## src/rtl/gpio_bank_pkg.sv

```systemverilog
`timescale 1ns/1ps
package gpio_bank_pkg;

  localparam int REG_IDX_W = 3;

  typedef enum logic [REG_IDX_W-1:0] {
    RG_DOUT = 3'd0,
    RG_DIN  = 3'd1,
    RG_DIR  = 3'd2,
    RG_IEN  = 3'd3,
    RG_TRIG = 3'd4,
    RG_POL  = 3'd5,
    RG_STAT = 3'd6,
    RG_CLR  = 3'd7
  } reg_idx_e;

  // one pin's hit: edge (mode=1) or level (mode=0), polarity picks direction
  function automatic logic pin_hit(input logic mode, input logic pol,
                                   input logic cur, input logic prev);
    if (mode) return pol ? (cur & ~prev) : (~cur & prev);
    else      return (cur == pol);
  endfunction

  // sticky status update; a fresh hit beats a clear
  function automatic logic sticky_next(input logic old, input logic hit,
                                       input logic clr);
    return hit | (old & ~clr);
  endfunction

endpackage

```

## src/rtl/gpio_pin_sync.sv

```systemverilog
`timescale 1ns/1ps
module gpio_pin_sync #(
  parameter int NPINS = 32
) (
  input  logic             clk,
  input  logic             rst_n,
  input  logic [NPINS-1:0] pin_in,
  output logic [NPINS-1:0] cur,
  output logic [NPINS-1:0] prev
);

  for (genvar i = 0; i < NPINS; i++) begin : g_pin
    logic meta_q, sync_q, last_q;
    always_ff @(posedge clk or negedge rst_n) begin
      if (!rst_n) begin
        meta_q <= 1'b0;
        sync_q <= 1'b0;
        last_q <= 1'b0;
      end else begin
        meta_q <= pin_in[i];
        sync_q <= meta_q;
        last_q <= sync_q;
      end
    end
    assign cur[i]  = sync_q;
    assign prev[i] = last_q;
  end

endmodule

```

## src/rtl/gpio_irq_detect.sv

```systemverilog
`timescale 1ns/1ps
module gpio_irq_detect
  import gpio_bank_pkg::*;
#(
  parameter int NPINS = 32
) (
  input  logic             clk,
  input  logic             rst_n,
  input  logic [NPINS-1:0] mode,
  input  logic [NPINS-1:0] pol,
  input  logic [NPINS-1:0] cur,
  input  logic [NPINS-1:0] prev,
  input  logic [NPINS-1:0] clr,
  output logic [NPINS-1:0] hit,
  output logic [NPINS-1:0] status
);

  for (genvar i = 0; i < NPINS; i++) begin : g_det
    logic st_q;
    assign hit[i] = pin_hit(mode[i], pol[i], cur[i], prev[i]);
    always_ff @(posedge clk or negedge rst_n) begin
      if (!rst_n) st_q <= 1'b0;
      else        st_q <= sticky_next(st_q, hit[i], clr[i]);
    end
    assign status[i] = st_q;
  end

endmodule

```

## src/rtl/gpio_bank_regs.sv

```systemverilog
`timescale 1ns/1ps
module gpio_bank_regs
  import gpio_bank_pkg::*;
#(
  parameter int NPINS = 32,
  parameter int DW    = 32
) (
  input  logic                 clk,
  input  logic                 rst_n,
  input  logic                 wr_en,
  input  logic                 rd_en,
  input  logic [REG_IDX_W-1:0] reg_sel,
  input  logic [DW-1:0]        wr_data,
  input  logic [NPINS-1:0]     din,
  input  logic [NPINS-1:0]     status,
  output logic [DW-1:0]        rd_data,
  output logic [NPINS-1:0]     dout_q,
  output logic [NPINS-1:0]     dir_q,
  output logic [NPINS-1:0]     ien_q,
  output logic [NPINS-1:0]     trig_q,
  output logic [NPINS-1:0]     pol_q,
  output logic [NPINS-1:0]     clr_w
);

  reg_idx_e         sel;
  logic [NPINS-1:0] wbits;

  assign sel   = reg_idx_e'(reg_sel);
  assign wbits = wr_data[NPINS-1:0];
  assign clr_w = (wr_en && sel == RG_CLR) ? wbits : '0;

  always_ff @(posedge clk or negedge rst_n) begin
    if (!rst_n) begin
      dout_q <= '0;
      dir_q  <= '0;
      ien_q  <= '0;
      trig_q <= '0;
      pol_q  <= '0;
    end else if (wr_en) begin
      case (sel)
        RG_DOUT: dout_q <= wbits;
        RG_DIR:  dir_q  <= wbits;
        RG_IEN:  ien_q  <= wbits;
        RG_TRIG: trig_q <= wbits;
        RG_POL:  pol_q  <= wbits;
        default: ;
      endcase
    end
  end

  always_comb begin
    rd_data = '0;
    if (rd_en) begin
      case (sel)
        RG_DOUT: rd_data[NPINS-1:0] = dout_q;
        RG_DIN:  rd_data[NPINS-1:0] = din;
        RG_DIR:  rd_data[NPINS-1:0] = dir_q;
        RG_IEN:  rd_data[NPINS-1:0] = ien_q;
        RG_TRIG: rd_data[NPINS-1:0] = trig_q;
        RG_POL:  rd_data[NPINS-1:0] = pol_q;
        RG_STAT: rd_data[NPINS-1:0] = status;
        default: rd_data = '0;
      endcase
    end
  end

endmodule

```

## src/rtl/gpio_irq_bank.sv

```systemverilog
`timescale 1ns/1ps
module gpio_irq_bank
  import gpio_bank_pkg::*;
#(
  parameter int NPINS = 32,
  parameter int DW    = 32
) (
  input  logic                 clk,
  input  logic                 rst_n,
  input  logic                 wr_en,
  input  logic                 rd_en,
  input  logic [REG_IDX_W-1:0] reg_sel,
  input  logic [DW-1:0]        wr_data,
  output logic [DW-1:0]        rd_data,
  input  logic [NPINS-1:0]     pin_in,
  output logic [NPINS-1:0]     pin_out,
  output logic [NPINS-1:0]     pin_oe,
  output logic                 irq
);

  if (NPINS < 12 || NPINS > DW) begin : g_bad_cfg
    $error("gpio_irq_bank: NPINS must lie in 12..DW");
  end

  logic [NPINS-1:0] cur_w, prev_w, det_w, stat_q;
  logic [NPINS-1:0] ien_q, trig_q, pol_q, clr_w;

  gpio_pin_sync #(.NPINS(NPINS)) sync_i (
    .clk(clk), .rst_n(rst_n), .pin_in(pin_in), .cur(cur_w), .prev(prev_w)
  );

  gpio_irq_detect #(.NPINS(NPINS)) det_i (
    .clk(clk), .rst_n(rst_n), .mode(trig_q), .pol(pol_q), .cur(cur_w),
    .prev(prev_w), .clr(clr_w), .hit(det_w), .status(stat_q)
  );

  gpio_bank_regs #(.NPINS(NPINS), .DW(DW)) regs_i (
    .clk(clk), .rst_n(rst_n), .wr_en(wr_en), .rd_en(rd_en),
    .reg_sel(reg_sel), .wr_data(wr_data), .din(cur_w), .status(stat_q),
    .rd_data(rd_data), .dout_q(pin_out), .dir_q(pin_oe), .ien_q(ien_q),
    .trig_q(trig_q), .pol_q(pol_q), .clr_w(clr_w)
  );

  always_ff @(posedge clk or negedge rst_n) begin
    if (!rst_n) irq <= 1'b0;
    else        irq <= |(stat_q & ien_q);
  end

endmodule

```

## config.mk

```make
export PLATFORM = sky130hd
export DESIGN_NAME = gpio_irq_bank
export DESIGN_NICKNAME = d
export VERILOG_FILES = /design/src/rtl/gpio_bank_pkg.sv /design/src/rtl/gpio_pin_sync.sv /design/src/rtl/gpio_irq_detect.sv /design/src/rtl/gpio_bank_regs.sv /design/src/rtl/gpio_irq_bank.sv
export SDC_FILE = /design/constraint.sdc
export NUM_CORES = 1
export LEC_CHECK = 0
export ABC_AREA = 1
export BUFFER_PORTS_ARGS = -buffer_cell sky130_fd_sc_hd__buf_2
export CELL_PAD_IN_SITES_DETAIL_PLACEMENT = 2
export CELL_PAD_IN_SITES_GLOBAL_PLACEMENT = 2
export CORE_ASPECT_RATIO = 0.75
export CORE_MARGIN = 3
export CORE_UTILIZATION = 26
export DETAILED_ROUTE_END_ITERATION = 16
export PLACE_DENSITY_LB_ADDON = 0.1
export SYNTH_ARGS = -nofsm -noshare
export SYNTH_HDL_FRONTEND = slang
export SYNTH_SLANG_ARGS = --single-unit
```

## constraint.sdc

```tcl
create_clock -name clk -period 3.1 [get_ports clk]
set_clock_uncertainty 0.1 [all_clocks]
set_input_delay 0.155 -clock clk [delete_from_list [all_inputs] [get_ports clk]]
set_output_delay 0.155 -clock clk [all_outputs]
set_load 0.05 [all_outputs]
```

==> results of run 1 <==
[synth_stat cells]
| cell | count |
|---|---|
| buf_2 | 40 |
| nand2_1 | 338 |
| dfrtp_1 | 289 |
| buf_1 | 4 |
| inv_6 | 1 |
| nor2_1 | 137 |
| inv_1 | 97 |
| nand3_1 | 129 |
| nand4_1 | 129 |
| o21ai_0 | 210 |
| buf_6 | 4 |
| buf_4 | 17 |
| inv_2 | 2 |
| nand4_4 | 2 |
| nor2_4 | 1 |
| nand3_2 | 3 |
| nand4_2 | 1 |
| clkbuf_1 | 32 |
| a21oi_1 | 33 |
| o21ai_1 | 14 |
[stage by stage]
step / std cells / hold slack [ns] / worst slack, ns
3_5_place_dp: 2225 / 0.0748 / 0.650
5_1_grt: 2350 / 0.158 / 0.688
2_1_floorplan: 1483 / -0.241 / 1.18
4_1_cts: 2350 / 0.111 / 0.746
3_3_place_gp: 2225 / 0.0788 / 0.711
6_report: 2351 / 0.0976 / 0.785
[where the power goes]
group | leakage (nW) | switching [mW] | internal, mW
Combinational | 3.72 | 1.60 | 0.614
Clock | 0.558 | 1.62 | 2.47
Sequential | 3.43 | 0.477 | 4.26
[final cells by class]
class	instances	share of cell area, %
Clock buffer	56	6.76
Sequential cell	289	44.9
Tap cell	639	4.97
Antenna cell	1	0.0156
Multi-Input combinational cell	997	28.8
Clock inverter	4	0.280
Inverter	100	2.36
Timing Repair Buffer	265	11.9
[registers in the layout, summed over array words and instances (netlist names), 32 cells and up]
register and count:
sync_i.g_pin.sync_q 32, regs_i.pol_q 32, sync_i.g_pin.last_q 32, sync_i.g_pin.meta_q 32
regs_i.dir_q 32, det_i.g_det.st_q 32, regs_i.ien_q 32, regs_i.trig_q 32
regs_i.dout_q 32
[critical path, stage by stage]
cell,delay (ns)
buf_4,0.24
inv_2,0.40
nand3_2,0.12
buf_4,0.29
nor2_1,0.13
nor2_1,0.06
a21oi_1,0.44
buf_12,0.21
[routing by layer]
metal / part of all wire [%] / up-vias / routed length [um]
met5: 0.026 / - / 13
met4: 1.5 / 2 / 753
met3: 3.2 / 52 / 1570
met2: 46 / 157 / 22600
met1: 49 / 5943 / 24200
li1: - / 5399 / -
[how the worst max path moves through the flow]
stage / start / end / slack, ns
floorplan: reg_sel[2] / rd_data[13] / 1.18
global placement: reg_sel[1] / det_i.g_det[3].st_q / 0.71
detailed placement: reg_sel[1] / det_i.g_det[11].st_q / 0.65
CTS: reg_sel[1] / rd_data[0] / 0.75
global route: reg_sel[1] / rd_data[0] / 0.69
finish: reg_sel[1] / rd_data[0] / 0.79
[cell families (layout without fill, tap and decap cells)]
family | after synthesis | in the layout | share of synthesized area [%]
compound gates | 257 | 257 | 10.1
flops | 289 | 289 | 56.8
buf+inv | 197 | 425 | 6.97
simple gates | 740 | 740 | 26.2
other cells | 0 | 1 | 0
==> impl_metrics.toml, run 1 <==
[outcome]
status = "finished clean"

[worst_setup_path]
cp-end-kind = "output port"
r2r_end = "irq"
r2r_slack_ns = 1.76
cp_data_required_time_ns = 2.84
r2r.worst_path.cells = 6
worst-setup-path-type = "primary input to output port"
regToRegStartpoint = "regs_i.ien_q[15]"
crit_fanout = 30
crit_arrival_ns = 2.06
startpoint_type = "primary input"

[detailed_routing]
ant_nets = 0
vias = 11600
wirelength_um = 49100
vias_per_cell = 4.91
dr.pass1.iters = 5
first_iter_violations = 588
drc = 0
wl_per_cell_um = 20.9

[global_routing]
grt_overflow = 0
antenna_found_initial = 2
grt_util_met3_pct = 2.86
grtUsageMet1_pct = 27.4
grt_max_degree = 100
met2_usage_pct = 31.0
track_usage_pct = 19.2
grt.busiest_layer = "met2"
grt_pass1_wl_um = 77100
grt_pass1_vias = 12800

[pwr]
power_density_nw_per_um2 = 686
leakage_nw = 7.70
peakVddDrop_mv = 0.315
p_total_mw = 11.0

[timing]
tightest_slew_ns = 0.693
fmax_ghz = 0.432
finalCritPeriodShare_pct = 74.7
setup_tns_ns = 0
slew-limit-headroom_pct = 53.8
rsz0062_at_grt = "false"
layout_min_cycle_time_ns = 2.31
finalSetupViolations = 0
hold_viol = 0
final_max_slew_viol_count = 0

[clock_tree]
clock_path_buffers = 3
clock_latency_ns = 0.52
cts_hold_buf = 65
ctsResizeCount = 0
cts.sink_count = 289
cts_buffers = 35
h-tree-depth = 2
cts-root-buf = "clkbuf_16"
cts_tree = "yes"
postCtsSetupRepairBufs = 0
path_clk_slew_ns = 0.06

[logic_synthesis]
synthesis.area_sq_um = 12700
yosys_register_bits = 289
syn_avg_cell_area_sq_um = 8.59
yosys.area.top_type_share_pct = 56.8
synthCells = 1483
yosysWarnings = 0
ys_types = 20
yosys.area.top_type = "dfrtp_1"
seq_area_frac_synth_pct = 56.8
synth_area_leaders = "dfrtp_1 (57%), nand2_1 (10%), o21ai_0 (8.3%), nand4_1 (6.3%), nand3_1 (5.1%)"
syn-num-nets = 1554

[die]
die_width_um = 262
num_rows = 69
core_sq_um = 47900
fp.dieArea_sq_um = 51700
start_util_pct = 26.6
ios = 168
die_h_um = 198

[layout]
seq_area_sq_um = 7230
layout-drive-gt1-share_pct = 15.3
final_common_cell = "nand2_1"
final_util_pct = 33.6
nNetsFinal = 1759
final_cell_mix = "nand2_1 (338), dfrtp_1 (289), o21ai_0 (210), buf_2 (162), nor2_1 (137)"
fin_area_sq_um = 16100
multi_input_area_sq_um = 4630
synthToLayoutAreaGrowth_pct = 26.3
fill_cells = 5369

[placement]
dpl.hpwl_um = 31400
gp_congestion = 0.727
port_buffers = 167
dpl_cell_area_sq_um = 14300

[hold_path]
hold_class = "primary input to asynchronous set/reset pin"

[job]
cap_violations = 0
(Power assumes the default switching activity.)
==> run 2, diff against run 1 <==
==> constraint.sdc (replaced) <==
create_clock -name clk -period 2.09 [get_ports clk]
set_clock_uncertainty 0.1 [all_clocks]
set_input_delay 0.1045 -clock clk [delete_from_list [all_inputs] [get_ports clk]]
set_output_delay 0.1045 -clock clk [all_outputs]
set_load 0.05 [all_outputs]
==> impl_metrics.toml, run 2 (same netlist as run 1, synthesis figures left out) <==
[clock_tree]
clock_path_buffers = 3
cts_tree = "yes"
clock_latency_ns = 0.54
path_clk_slew_ns = 0.06
cts.sink_count = 289
h-tree-depth = 2
cts_buffers = 36
cts-root-buf = "clkbuf_16"

[hold_path]
hold_class = "primary input to flop"

[worst_setup_path]
cp_data_required_time_ns = 1.89
path_cells = "nand4_1 -> nand2_1 -> nor2_1 -> a21oi_1 -> buf_2"
cp-end-kind = "output port"
max_stage_delay_ns = 0.44
crit_arrival_ns = 1.76
startpoint_type = "flop"
crit_slowest_cell = "dfrtp_1"
crit_fanout = 4
worst-setup-path-type = "flop to output port"

[die]
fp.dieArea_sq_um = 51700
core_sq_um = 47900
start_util_pct = 26.6
num_rows = 69
die_h_um = 198
die_width_um = 262
ios = 168

[outcome]
status = "finished clean"

[detailed_routing]
vias_per_cell = 4.92
wirelength_um = 49800
drc = 0
wl_per_cell_um = 21.0
dr.pass1.iters = 4
vias = 11700
ant_nets = 0
first_iter_violations = 578

[global_routing]
grt_pass1_wl_um = 79000
antenna_found_initial = 1
grt_max_degree = 72
track_usage_pct = 19.7
grt_overflow = 0
grt_pass1_vias = 12800

[layout]
antenna_cells = 0
final_common_cell = "nand2_1"
synthToLayoutAreaGrowth_pct = 28.1
final_cell_mix = "nand2_1 (338), dfrtp_1 (289), o21ai_0 (210), buf_2 (160), nor2_1 (137)"
nNetsFinal = 1776
final_cells = 2369
layout-drive-gt1-share_pct = 16.2

[placement]
place_inst = 2239
port_buffers = 167
gp_congestion = 0.728
dpl.hpwl_um = 31500

[timing]
rsz0062_at_grt = "false"
layout_min_cycle_time_ns = 1.96
hold_viol = 0
tightest_slew_ns = 0.545
slew-limit-headroom_pct = 63.7
finalSetupViolations = 0
setup_tns_ns = 0
finalCritPeriodShare_pct = 94.0
final_max_slew_viol_count = 0
fmax_ghz = 0.509

[pwr]
leakage_nw = 7.82
power_density_nw_per_um2 = 1020
peakVddDrop_mv = 0.391

[job]
cap_violations = 0
==> run 2: cell types whose count changed in the layout (fill, tap and decap cells not counted), sizes merged <==
cell	before	now
bufinv	1	2
clkinv	3	6
buf	200	215
diode	1	0
clkinvlp	0	1
inv	100	102
dlygate4sd3	65	66
clkbuf	56	52
==> run 2: timing repair <==
| item | in CTS | in global routing |
|---|---|---|
| setup endpoints to repair | 0 | 2 |
| gates resized for setup | 0 | 5 |
| hold buffers | 67 | 0 |
| endpoints found under the hold margin | 489 | 0 |
| setup buffers | 0 | 0 |
==> run 2: power by group <==
part           total [mW]  switching, mW  internal (mW)
combinational        3.33           2.37          0.953
sequential           7.03          0.723           6.31
clock                6.23           2.55           3.68
total                16.6           5.65           10.9
==> run 2: critical path, delay by kind of cell (launching register included) <==
kind	cells	cell delay (ns)
AO/OA/AOI/OAI	1	0.16
AND/OR/NAND/NOR	3	0.34
flip-flops	1	0.44
buffers and inverters	1	0.30
==> run 2: final timing paths <==
path,startpoint,to,slack (ns),cells past startpoint
worst min register to register,sync_i.g_pin[9].meta_q,sync_i.g_pin[9].sync_q,0.25,0
worst min-delay path,pin_in[8],sync_i.g_pin[8].meta_q,0.11,2
worst max register to register,regs_i.ien_q[15],irq,0.66,6
max in group asynchronous,rst_n,regs_i.pol_q[25],0.66,5
min in group asynchronous,rst_n,regs_i.pol_q[28],0.48,3
worst max-delay path,regs_i.pol_q[22],rd_data[22],0.13,5
==> run 2: metrics by stage <==
| step | instance area (sq um) | utilization (%) | setup WS (ns) | hold slack [ns] | power, mW |
|---|---|---|---|---|---|
| finish | 16300 | 34.1 | 0.125 | 0.109 | 16.6 |
| global placement | 14500 | 30.2 | 0.244 | -0.0422 | 10.3 |
| floorplan | 12700 | - | 0.259 | -0.291 | 9.09 |
| detailed placement | 14500 | 30.2 | 0.250 | -0.0449 | 10.4 |
| global route | 16300 | 34.1 | 0.0319 | 0.0934 | 17.5 |
| CTS | 16300 | 34.0 | 0.0201 | 0.0755 | 16.9 |
==> run 2: layout make-up <==
class / count / area [sq um]
Clock buffer: 52 / 1030
Fill cell: 5364 / 31600
Sequential cell: 289 / 7230
Tap cell: 639 / 800
Inverter: 100 / 380
Multi-Input combinational cell: 997 / 4630
Clock inverter: 11 / 115
Timing Repair Buffer: 281 / 2130
==> run 2: layer usage <==
layer | GRT usage, % | wire length (um)
met4 | 4.08 | 852
met5 | 0 | 7
met3 | 2.90 | 1770
met2 | 31.6 | 22700
met1 | 28.3 | 24500
==> run 3, diff against run 2 <==
==> constraint.sdc (replaced) <==
create_clock -name clk -period 2.4 [get_ports clk]
set_clock_uncertainty 0.1 [all_clocks]
set_input_delay 0.12 -clock clk [delete_from_list [all_inputs] [get_ports clk]]
set_output_delay 0.12 -clock clk [all_outputs]
set_load 0.05 [all_outputs]
==> impl_metrics.toml, run 3 (same netlist as run 1, synthesis figures left out) <==
[clock_tree]
clock_latency_ns = 0.52
cts-root-buf = "clkbuf_16"
postCtsSetupRepairBufs = 0
clock_path_buffers = 3
path_clk_slew_ns = 0.05
cts_hold_buf = 65
ctsResizeCount = 0
h-tree-depth = 2
cts_buffers = 36
cts.sink_count = 289
cts_tree = "yes"

[layout]
fill_cells = 5374
seq_area_sq_um = 7230
layout-drive-gt1-share_pct = 15.5
final_util_pct = 33.8
final_cell_mix = "nand2_1 (338), dfrtp_1 (289), o21ai_0 (210), buf_2 (162), nor2_1 (137)"
synthToLayoutAreaGrowth_pct = 27.1
nNetsFinal = 1766
final_common_cell = "nand2_1"
multi_input_area_sq_um = 4630

[global_routing]
track_usage_pct = 19.5
grt_overflow = 0
grt_pass1_vias = 12800
antenna_found_initial = 2
grt_max_degree = 61
grt_pass1_wl_um = 78200

[placement]
place_ws_ns = 0.401
port_buffers = 167
dpl.hpwl_um = 32000
gp_congestion = 0.732

[worst_setup_path]
path_cells = "buf_4 -> nor2_4 -> buf_12 -> nand3_1 -> nand2_1 -> nor2_1 -> a21oi_1 -> buf_2"
r2r_slack_ns = 1.01
crit_slowest_cell = "buf_2"
crit_fanout = 47
worst-setup-path-type = "primary input to output port"
startpoint_type = "primary input"
cpLargestDelayFamily = "buffers and inverters"
cp-end-kind = "output port"
regToRegStartpoint = "det_i.g_det[15].st_q"
critPathBufInv = 3
max_stage_delay_ns = 0.34
cp_data_required_time_ns = 2.18
r2r_end = "irq"
r2r.worst_path.cells = 6
crit_arrival_ns = 1.84

[detailed_routing]
wl_per_cell_um = 21.1
ant_nets = 0
first_iter_violations = 582
vias = 11600
wirelength_um = 49800
vias_per_cell = 4.92
dr.pass1.iters = 5
drc = 0

[pwr]
peakVddDrop_mv = 0.360
power_density_nw_per_um2 = 896
leakage_nw = 7.76
p_sw_share_pct = 33.5
combinationalPowerShare_pct = 19.8
p_sw_mw = 4.86
clockPowerShare_pct = 37.9
p_int_mw = 9.64
seqPwrFrac_pct = 42.3

[die]
ios = 168
die_h_um = 198
num_rows = 69
core_sq_um = 47900
start_util_pct = 26.6
fp.dieArea_sq_um = 51700
die_width_um = 262

[timing]
finalCritPeriodShare_pct = 85.8
rsz0062_at_grt = "false"
layout_min_cycle_time_ns = 2.06
fmax_ghz = 0.486
setup_slack_ns = 0.342
finalSetupViolations = 0
final_max_slew_viol_count = 0
slew-limit-headroom_pct = 54.1
tightest_slew_ns = 0.688
hold_viol = 0
setup_tns_ns = 0

[job]
cap_violations = 0

[hold_path]
hold_class = "primary input to asynchronous set/reset pin"

[outcome]
status = "finished clean"
[run 3: changes by cell type in the layout (fill, tap and decap cells not counted), moves of 2 or more]
cell	change
clkbuf_1	+2
buf_12	-5
buf_4	-6
buf_2	+2
clkinv_2	-3
[run 3: metal layers]
metal	GRT usage, %	wire length, um	vias to the layer above
li1	-	-	5408
met5	0	12	-
met2	31.6	22700	175
met1	27.7	24600	5976
met4	3.49	679	2
met3	3.13	1850	49
[run 3: power by group through the flow]
stage | clock, mW | combinational, mW | sequential, mW
after floorplan | 0 | 1.21 | 6.70
after global placement | 0 | 2.74 | 6.21
after detailed placement | 0 | 2.83 | 6.22
after CTS | 5.71 | 2.92 | 6.15
after global routing | 5.90 | 3.18 | 6.25
final | 5.50 | 2.87 | 6.14
[run 3: layout make-up]
class | instances | area share [%]
inverter | 100 | 2.35
antenna | 1 | 0.0155
clock inverter | 7 | 0.703
tap | 639 | 4.94
multi-input combinational | 997 | 28.6
clock buffer | 55 | 6.50
sequential | 289 | 44.7
timing repair buffer | 271 | 12.3
[run 3: through the flow]
| step | power [mW] | cells | hold slack, ns | area, sq um |
|---|---|---|---|---|
| 5_1_grt | 15.3 | 2358 | 0.0613 | 16200 |
| 3_5_place_dp | 9.05 | 2231 | 0.00869 | 14400 |
| 2_1_floorplan | 7.92 | 1483 | -0.276 | 12700 |
| 4_1_cts | 14.8 | 2358 | 0.0300 | 16200 |
| 3_3_place_gp | 8.95 | 2231 | 0.0156 | 14400 |
| 6_report | 14.5 | 2359 | 0.0389 | 16200 |
[run 3: how the worst max path moves through the flow]
| stage | startpoint | end | cells past startpoint |
|---|---|---|---|
| 2_1_floorplan | regs_i.dir_q[10] | rd_data[10] | 4 |
| 6_report | reg_sel[1] | rd_data[16] | 8 |
| 3_3_place_gp | reg_sel[1] | rd_data[16] | 8 |
| 5_1_grt | regs_i.pol_q[16] | rd_data[16] | 5 |
| 4_1_cts | regs_i.pol_q[16] | rd_data[16] | 5 |
| 3_5_place_dp | reg_sel[1] | rd_data[16] | 8 |
